## src/rtl/rc_pkg.sv

```systemverilog
package rc_pkg;

  localparam int unsigned N_CAUSE = 4;

  // Flag positions; software decodes these positions.
  localparam int unsigned IDX_POR = 0;
  localparam int unsigned IDX_PIN = 1;
  localparam int unsigned IDX_WDG = 2;
  localparam int unsigned IDX_BRN = 3;

  typedef logic [N_CAUSE-1:0] cause_vec_t;

  // Non-power-on sources that clear a given flag.
  function automatic cause_vec_t hw_clear_mask(input int unsigned idx);
    cause_vec_t m;
    m = '0;
    if (idx == IDX_WDG) begin
      m[IDX_PIN] = 1'b1;
      m[IDX_BRN] = 1'b1;
    end
    return m;
  endfunction

  // Value loaded into a flag while power-on is asserted.
  function automatic logic por_value(input int unsigned idx);
    return (idx == IDX_POR);
  endfunction

endpackage

```

## src/rtl/rc_event_map.sv

```systemverilog
module rc_event_map
  import rc_pkg::*;
(
  input  logic       ext_rst_i,
  input  logic       wdt_timeout_i,
  input  logic       wdt_rst_en_i,
  input  logic       bod_i,
  output cause_vec_t set_o,
  output cause_vec_t hw_clr_o
);

  cause_vec_t src;

  always_comb begin
    src          = '0;
    src[IDX_PIN] = ext_rst_i;
    src[IDX_WDG] = wdt_timeout_i & wdt_rst_en_i;
    src[IDX_BRN] = bod_i;
  end

  assign set_o = src;

  for (genvar b = 0; b < N_CAUSE; b++) begin : g_clr
    localparam cause_vec_t CLR_MASK = hw_clear_mask(b);
    assign hw_clr_o[b] = |(src & CLR_MASK);
  end

endmodule

```

## src/rtl/rc_status_bit.sv

```systemverilog
module rc_status_bit #(
  parameter logic POR_VAL = 1'b0
) (
  input  logic clk,
  input  logic por_i,
  input  logic set_i,
  input  logic hw_clr_i,
  input  logic sw_clr_i,
  output logic q_o
);

  // Priority: power-on, hardware clear, hardware set, software clear.
  always_ff @(posedge clk) begin
    if (por_i)         q_o <= POR_VAL;
    else if (hw_clr_i) q_o <= 1'b0;
    else if (set_i)    q_o <= 1'b1;
    else if (sw_clr_i) q_o <= 1'b0;
  end

endmodule

```

## src/rtl/rc_bus_port.sv

```systemverilog
module rc_bus_port #(
  parameter int unsigned DATA_W   = 32,
  parameter int unsigned ADDR_W   = 8,
  parameter int unsigned N        = 4,
  parameter logic [ADDR_W-1:0] REG_ADDR = '0
) (
  input  logic              clk,
  input  logic              por_i,
  input  logic [ADDR_W-1:0] addr_i,
  input  logic              wr_i,
  input  logic [DATA_W-1:0] wdata_i,
  input  logic              rd_i,
  input  logic [N-1:0]      status_i,
  output logic [N-1:0]      sw_clr_o,
  output logic [DATA_W-1:0] rdata_o
);

  localparam int unsigned PAD_W = DATA_W - N;

  logic hit;
  logic unused_hi;

  assign hit       = (addr_i == REG_ADDR);
  assign sw_clr_o  = (wr_i && hit) ? wdata_i[N-1:0] : '0;
  assign unused_hi = ^wdata_i[DATA_W-1:N];

  always_ff @(posedge clk) begin
    if (por_i)             rdata_o <= '0;
    else if (rd_i && hit)  rdata_o <= {{PAD_W{1'b0}}, status_i};
    else                   rdata_o <= '0;
  end

endmodule

```

## src/rtl/rst_cause_reg.sv

```systemverilog
module rst_cause_reg
  import rc_pkg::*;
#(
  parameter int unsigned DATA_W   = 32,
  parameter int unsigned ADDR_W   = 8,
  parameter logic [ADDR_W-1:0] REG_ADDR = 8'h10
) (
  input  logic              clk,
  input  logic              por_i,
  input  logic              ext_rst_i,
  input  logic              wdt_timeout_i,
  input  logic              wdt_rst_en_i,
  input  logic              bod_i,
  input  logic [ADDR_W-1:0] bus_addr_i,
  input  logic              bus_wr_i,
  input  logic [DATA_W-1:0] bus_wdata_i,
  input  logic              bus_rd_i,
  output logic [DATA_W-1:0] bus_rdata_o,
  output logic [3:0]        cause_o
);

  cause_vec_t set_v;
  cause_vec_t hw_clr_v;
  cause_vec_t sw_clr_v;
  cause_vec_t flags;

  rc_event_map u_map (
    .ext_rst_i     (ext_rst_i),
    .wdt_timeout_i (wdt_timeout_i),
    .wdt_rst_en_i  (wdt_rst_en_i),
    .bod_i         (bod_i),
    .set_o         (set_v),
    .hw_clr_o      (hw_clr_v)
  );

  for (genvar b = 0; b < N_CAUSE; b++) begin : g_flag
    rc_status_bit #(.POR_VAL(por_value(b))) u_bit (
      .clk      (clk),
      .por_i    (por_i),
      .set_i    (set_v[b]),
      .hw_clr_i (hw_clr_v[b]),
      .sw_clr_i (sw_clr_v[b]),
      .q_o      (flags[b])
    );
  end

  rc_bus_port #(
    .DATA_W   (DATA_W),
    .ADDR_W   (ADDR_W),
    .N        (N_CAUSE),
    .REG_ADDR (REG_ADDR)
  ) u_bus (
    .clk      (clk),
    .por_i    (por_i),
    .addr_i   (bus_addr_i),
    .wr_i     (bus_wr_i),
    .wdata_i  (bus_wdata_i),
    .rd_i     (bus_rd_i),
    .status_i (flags),
    .sw_clr_o (sw_clr_v),
    .rdata_o  (bus_rdata_o)
  );

  assign cause_o = flags;

endmodule

```

## config.mk

```make
export PLATFORM = sky130hd
export DESIGN_NAME = rst_cause_reg
export DESIGN_NICKNAME = d
export VERILOG_FILES = /design/src/rtl/rc_pkg.sv /design/src/rtl/rc_event_map.sv /design/src/rtl/rc_status_bit.sv /design/src/rtl/rc_bus_port.sv /design/src/rtl/rst_cause_reg.sv
export SDC_FILE = /design/constraint.sdc
export NUM_CORES = 1
export LEC_CHECK = 0
export ABC_AREA = 0
export BUFFER_PORTS_ARGS = -buffer_cell sky130_fd_sc_hd__buf_2
export CORE_UTILIZATION = 28
export CTS_BUF_LIST = sky130_fd_sc_hd__clkbuf_16
export DETAILED_ROUTE_END_ITERATION = 10
export HOLD_SLACK_MARGIN = 0.12
export PLACE_DENSITY = 0.78
export SYNTH_ARGS = -nofsm -noshare
export SYNTH_HDL_FRONTEND = slang
export SYNTH_SLANG_ARGS = --single-unit
```

## constraint.sdc

```tcl
create_clock -name clk -period 1.3 [get_ports clk]
set_clock_uncertainty 0.1 [all_clocks]
set_input_delay 0.195 -clock clk [delete_from_list [all_inputs] [get_ports clk]]
set_output_delay 0.195 -clock clk [all_outputs]
set_load 0.005 [all_outputs]
```

==> key figures, run 1 <==
Run status
  • Status: completed

Power and ir drop
  • Peak VDD IR: between 0.6 and 0.7 mV
  • Pwr Density: 1260 mW/mm^2
  • P_leak: 0.385 nW

Worst setup path
  • Slowest-stage cell, CP: or4_1
  • Data required time of the worst path: 1.35 ns
  • Cell family with most CP delay: simple AND/OR/NAND/NOR gates
  • Crit path capture type: flip-flop
  • Setup crit start: g_flag[2].u_bit.q_o
  • Critical setup path kind: reg2reg
  • Crit path arrival time: 1.20 ns
  • Crit path max fanout: 3
  • Largest stage delay, worst path: approximately 0.40 ns
  • Crit path cell chain: a21oi_1 > or4_1 > a41oi_1
  • RR Startpoint: g_flag[2].u_bit.q_o
  • Critical path launch point type: flip-flop
  • Critical path buffers and inverters: 0

Clock tree
  • Max Root-Sink Buffers: 2
  • CTS Buf Count: 3
  • Clk_lat worst skew: ~0.23 ns
  • Clk pin slew, worst setup/hold paths: 0.04 ns
  • # H-tree levels: 1
  • TritonCTS clock tree: built
  • CTS root buf: clkbuf_16
  • Clock Sink Count: 8
  • Setup repair bufs after CTS: 0

Cells and area
  • Finished Core Util: 0.380
  • Final net count: 140
  • Ratio of cells with drive above 1 in the final layout: 0.333
  • Non-Filler Instances: 115
  • Post-route cell area: 678 sq um
  • ANT cells: 0
  • Area delta synth->final: 22.6%

Global route
  • First-pass GRT wire length: about 1.4 mm
  • Initial antenna violation count: 0
  • Vias in the first global route: 355
  • Gr ovfl total: 0
  • Largest net degree at the start of global routing: 10
  • Gr usage total: 0.100

Drt
  • Via density: 3.92
  • Total number of vias: 451
  • ANT nets after route: 0
  • Total Wirelength: 1.04 mm
  • 1st-iter DRT viols: 1
  • WL per Instance: 9.07 microns
  • Pre-antenna DRT Iters: 2
  • Residual DRC: 0

Synthesis
  • Synth cell types: 12
  • Cell taking the most area after synthesis: buf_4
  • Share of Yosys cell area claimed by the top area cell type: 0.448
  • Synth top cells by count: 33 x buf_4, 8 x dfxtp_1, 5 x and4b_1, 3 x a41oi_1, 3 x nor2_1
  • Post-Synth XOR/XNOR Area: 0
  • Area share of fa/ha/maj cells after synthesis: 0
  • Most common cell in the netlist: buf_4
  • Compound-Gate Fraction of Synth Area: 0.0928
  • Multiplexer share of the synthesized area: 0
  • Post-synthesis register bit count: 8
  • Ranking of synthesized cells by area: buf_4 45%, dfxtp_1 29%, and4b_1 9.0%, a41oi_1 4.8%, o21bai_1 2.7%
  • Asr flop ratio synth: 0
  • Post-Syn Area: roughly 550 sq um
  • Post-synth EDFFs: 0
  • Register area share after synthesis: 0.290
  • Mean Syn Cell Area: between 8 and 9 sq um
  • Syn Inst Count: 63
  • Dominant synthesized flop cell: dfxtp_1
  • Synth warn: 0
  • Largest family of logic cells by synthesized area: buffers and inverters
  • Post-synthesis simple-gate area fraction: 0.149

Timing
  • Maximum clock rate: 870 MHz
  • Setup violations, final: 0
  • Final setup TNS: 0 ns
  • Final hold violation count: 0
  • Slew Limit Fails: 0
  • RSZ-0062 raised after global routing: no
  • Final min period: 1.15 ns
  • Final worst slack: 0.150 ns
  • Crit share post-route: 0.884

Floorplanning
  • Ports: 84
  • Die Height: 46.4 microns
  • Initial core utilization: 0.310
  • Rows: 15
  • Core ar.: 0.00178 sq mm
  • Chip width: 46.4 microns
  • Die area: 0.00216 sq mm

Hold path
  • Hold path start: bus_wr_i
  • Min-Delay Path Class: in2reg

Placement
  • # port buffers: 27
  • Placer Congestion: 0.672
  • DP Area: roughly 570 sq um
  • Pre-CTS WS: -0.0303 ns
  • Placed cell count: 109
  • Detail Placement HPWL: just over 800 microns

Job
  • Max-cap violations: 0
[stage by stage]
stage          power [mW]  hold slack (ns)
2_1_floorplan       0.358            0.214
3_3_place_gp        0.330            0.325
3_5_place_dp        0.333            0.325
4_1_cts             0.857            0.131
5_1_grt             0.886            0.139
6_report            0.854            0.132
[flip-flops by register name, summed over array words and instances, names as in the netlist]
register and count:
g_flag.u_bit.q_o 4, u_bus.rdata_o 4
[where the power goes]
group,internal (mW),total [mW],switching [mW]
combinational,0.0380,0.0816,0.0436
clock,0.396,0.516,0.120
sequential,0.252,0.256,0.00376
total,0.686,0.854,0.167
[final timing paths]
kind,end,slack [ns],cells after the start
worst max-delay path,g_flag[2].u_bit.q_o,0.15,3
worst min-delay path,g_flag[2].u_bit.q_o,0.13,2
worst max register to register,g_flag[2].u_bit.q_o,0.15,3
worst min register to register,g_flag[0].u_bit.q_o,0.40,2
[cells by family after synthesis]
family / Yosys count
other: 1
AND/OR/NAND/NOR: 12
AO/OA/AOI/OAI: 7
flip-flops: 8
buffers and inverters: 35
[layer usage]
layer | up-vias | global-route usage | wire length [microns]
li1 | 209 | - | -
met1 | 192 | 0.0699 | 371
met2 | 45 | 0.189 | 498
met3 | 5 | 0.0353 | 133
met4 | 0 | 0.106 | 40
met5 | - | 0 | 0
[area by class of cell]
class	instances	area [sq um]
fillers	179	1100
multi-input cells	47	239
repair buffers	30	165
flip-flops and latches	8	160
clock buffers	3	75.1
well taps	25	31.3
inverters	2	7.51
[repair_timing]
action / in CTS / in global routing
hold buffers: 3 / 0
gates resized for setup: 0 / 0
endpoints found under the hold margin: 3 / 0
[layout by cell type (no fill, tap or decap)]
cell and count:
a21oi_1 2, inv_1 2, dlygate4sd3_1 3, dfxtp_1 8
conb_1 28, or4_1 1, nand2_1 2, a41oi_1 3
o21bai_1 2, nor2_1 3, nor4_1 1, clkbuf_16 3
and4b_1 5, buf_2 27
(Power assumes the default switching activity.)
==> run 2, diff against run 1 <==
--- a/config.mk
+++ b/config.mk
@@ -10,8 +10,8 @@
 export CORE_UTILIZATION = 28
 export CTS_BUF_LIST = sky130_fd_sc_hd__clkbuf_16
 export DETAILED_ROUTE_END_ITERATION = 10
-export HOLD_SLACK_MARGIN = 0.12
-export PLACE_DENSITY = 0.78
+export HOLD_SLACK_MARGIN = 0.06
+export PLACE_DENSITY = 0.77
 export SYNTH_ARGS = -nofsm -noshare
 export SYNTH_HDL_FRONTEND = slang
 export SYNTH_SLANG_ARGS = --single-unit
==> constraint.sdc (replaced) <==
create_clock -name clk -period 1.3 [get_ports clk]
set_clock_uncertainty 0.1 [all_clocks]
set_input_delay 0.325 -clock clk [delete_from_list [all_inputs] [get_ports clk]]
set_output_delay 0.325 -clock clk [all_outputs]
set_load 0.005 [all_outputs]
==> key figures, run 2 (same netlist as run 1, synthesis figures left out) <==
Run status
  • Status: completed

Timing
  • Crit share post-route: 0.886 (+0.00144)
  • Setup violations, final: 0 (unchanged)
  • RSZ-0062 raised after global routing: no
  • Final hold violation count: 0 (unchanged)
  • Final worst slack: 0.148 ns (-0.00187 ns)
  • Slew Limit Fails: 0 (unchanged)
  • Final min period: 1.15 ns (+0.00187 ns)
  • Maximum clock rate: 868 MHz (-0.16%)

Global route
  • Gr ovfl total: 0 (unchanged)
  • Initial antenna violation count: 0 (unchanged)
  • Routing usage on met3: 0.0392 (+0.00392)
  • Vias in the first global route: 323 (-9.0%)
  • First-pass GRT wire length: 1.20 mm (-13%)
  • Gr usage total: 0.0873 (-0.0128)
  • Largest net degree at the start of global routing: 9 (-1)
  • GR met2 Demand/Resource: 0.164 (-0.0250)
  • Met1 Track Usage GR: 0.0583 (-0.0117)
  • Top Usage Layer GRT: met2

Drt
  • Via density: 3.79 (-3.4%)
  • Total Wirelength: 913 microns (-12%)
  • Pre-antenna DRT Iters: 3 (+1)
  • Residual DRC: 0 (unchanged)
  • ANT nets after route: 0 (unchanged)
  • 1st-iter DRT viols: 4 (+3)
  • Total number of vias: 432 (-4.2%)
  • WL per Instance: 8.01 microns (-12%)

Floorplanning
  • Core ar.: 0.00178 sq mm (unchanged)
  • Initial core utilization: 0.310 (unchanged)
  • Chip width: 46.4 microns (unchanged)
  • Ports: 84 (unchanged)
  • Rows: 15 (unchanged)
  • Die Height: 46.4 microns (unchanged)
  • Die area: 0.00216 sq mm (unchanged)

Hold path
  • Min-Delay Path Class: in2reg
  • WHS Path Cells: 2 (unchanged)

Cells and area
  • Area delta synth->final: 20.1%
  • ANT cells: 0 (unchanged)
  • Commonest non-fill, non-tap cells in the layout: 28 x conb_1, 27 x buf_2, 8 x dfxtp_1
  • Biggest regs: g_flag.u_bit.q_o (4), u_bus.rdata_o (4)
  • Final net count: 139 (-0.71%)
  • Commonest non-fill, non-tap cell in the layout: conb_1
  • Ratio of cells with drive above 1 in the final layout: 0.371 (+0.0375)
  • Finished Core Util: 0.373 (-0.00772)

Power and ir drop
  • Peak VDD IR: 0.562 mV (-6.5%)
  • Pwr Density: 1270 mW/mm^2 (+0.59%)
  • Post-layout power: 841 uW (-1.4%)
  • P_leak: 0.382 nW (-0.93%)

Clock tree
  • Max Root-Sink Buffers: 2 (unchanged)
  • Clock Sink Count: 8 (unchanged)
  • # H-tree levels: 1 (unchanged)
  • Clk_lat worst skew: 0.23 ns (about the same)
  • CTS Buf Count: 3 (unchanged)
  • TritonCTS clock tree: built
  • Clk pin slew, worst setup/hold paths: 0.03 ns (about the same)
  • CTS root buf: clkbuf_16
  • Hold buffers post-CTS: 0 (-3)

Worst setup path
  • Crit path capture type: flip-flop
  • Worst R2R Path Depth: 3 (unchanged)
  • Worst setup endpoint: g_flag[2].u_bit.q_o
  • Data required time of the worst path: 1.35 ns (about the same)
  • Crit path arrival time: 1.20 ns (about the same)
  • Reg-to-reg endpoint: g_flag[2].u_bit.q_o
  • Critical path launch point type: flip-flop
  • Setup crit start: g_flag[2].u_bit.q_o
  • RR Startpoint: g_flag[2].u_bit.q_o
  • FF-to-FF setup slack: 0.15 ns (about the same)
  • Critical setup path kind: reg2reg
  • Crit path max fanout: 3 (unchanged)

Placement
  • Detail Placement HPWL: 753 microns (-8.3%)
  • Pre-CTS WS: -0.136 ns (-0.106 ns)
  • # port buffers: 27 (unchanged)
  • Placer Congestion: 0.624 (-7.1%)

Job
  • Max-cap violations: 0 (unchanged)
run 2: area by class of cell:
class                           instances  area (sq um)
Sequential cell                         8           160
Clock buffer                            3          75.1
Fill cell                             181          1120
Timing Repair Buffer                   29           150
Inverter                                2          7.51
Multi-Input combinational cell         47           240
Tap cell                               25          31.3
run 2: critical path, cell delays in order, from the launching register on:
cell and delay (ns):
dfxtp_1 0.35, a21oi_1 0.05, or4_1 0.40, a41oi_1 0.17
run 2: worst min path at each step:
stage / endpoint / slack [ns] / startpoint
6_report: g_flag[2].u_bit.q_o / 0.21 / bus_wdata_i[2]
5_1_grt: g_flag[2].u_bit.q_o / 0.23 / bus_wdata_i[2]
4_1_cts: g_flag[2].u_bit.q_o / 0.21 / bus_wdata_i[2]
3_5_place_dp: g_flag[0].u_bit.q_o / 0.40 / g_flag[0].u_bit.q_o
3_3_place_gp: g_flag[0].u_bit.q_o / 0.39 / g_flag[0].u_bit.q_o
2_1_floorplan: g_flag[2].u_bit.q_o / 0.34 / bus_wr_i
run 2: repair_timing:
action                                  4_1_cts  5_1_grt
resized for setup                             0        1
endpoints found under the setup margin        0        5
buffers inserted                              0        0
hold endpoints to repair                      0        0
run 2: power by group:
| part | switching, mW | internal (mW) | leakage (nW) |
|---|---|---|---|
| Sequential | 0.00312 | 0.252 | 0.0652 |
| Clock | 0.112 | 0.396 | 0.0370 |
| Combinational | 0.0430 | 0.0359 | 0.280 |
run 2: stage by stage:
step / std cells / setup TNS [ns] / instance area [sq um] / hold slack [ns]
after floorplan: 90 / 0 / 654 / 0.344
after global placement: 111 / -0.896 / 588 / 0.392
after detailed placement: 111 / -0.949 / 588 / 0.403
after CTS: 114 / 0 / 663 / 0.210
after global routing: 114 / 0 / 664 / 0.230
final: 114 / 0 / 664 / 0.210
run 2: metal layers:
metal  part of all wire  up-vias
met4              0.031        0
met2               0.46       45
met1               0.32      176
li1                   -      207
met5                  0        -
met3               0.19        4
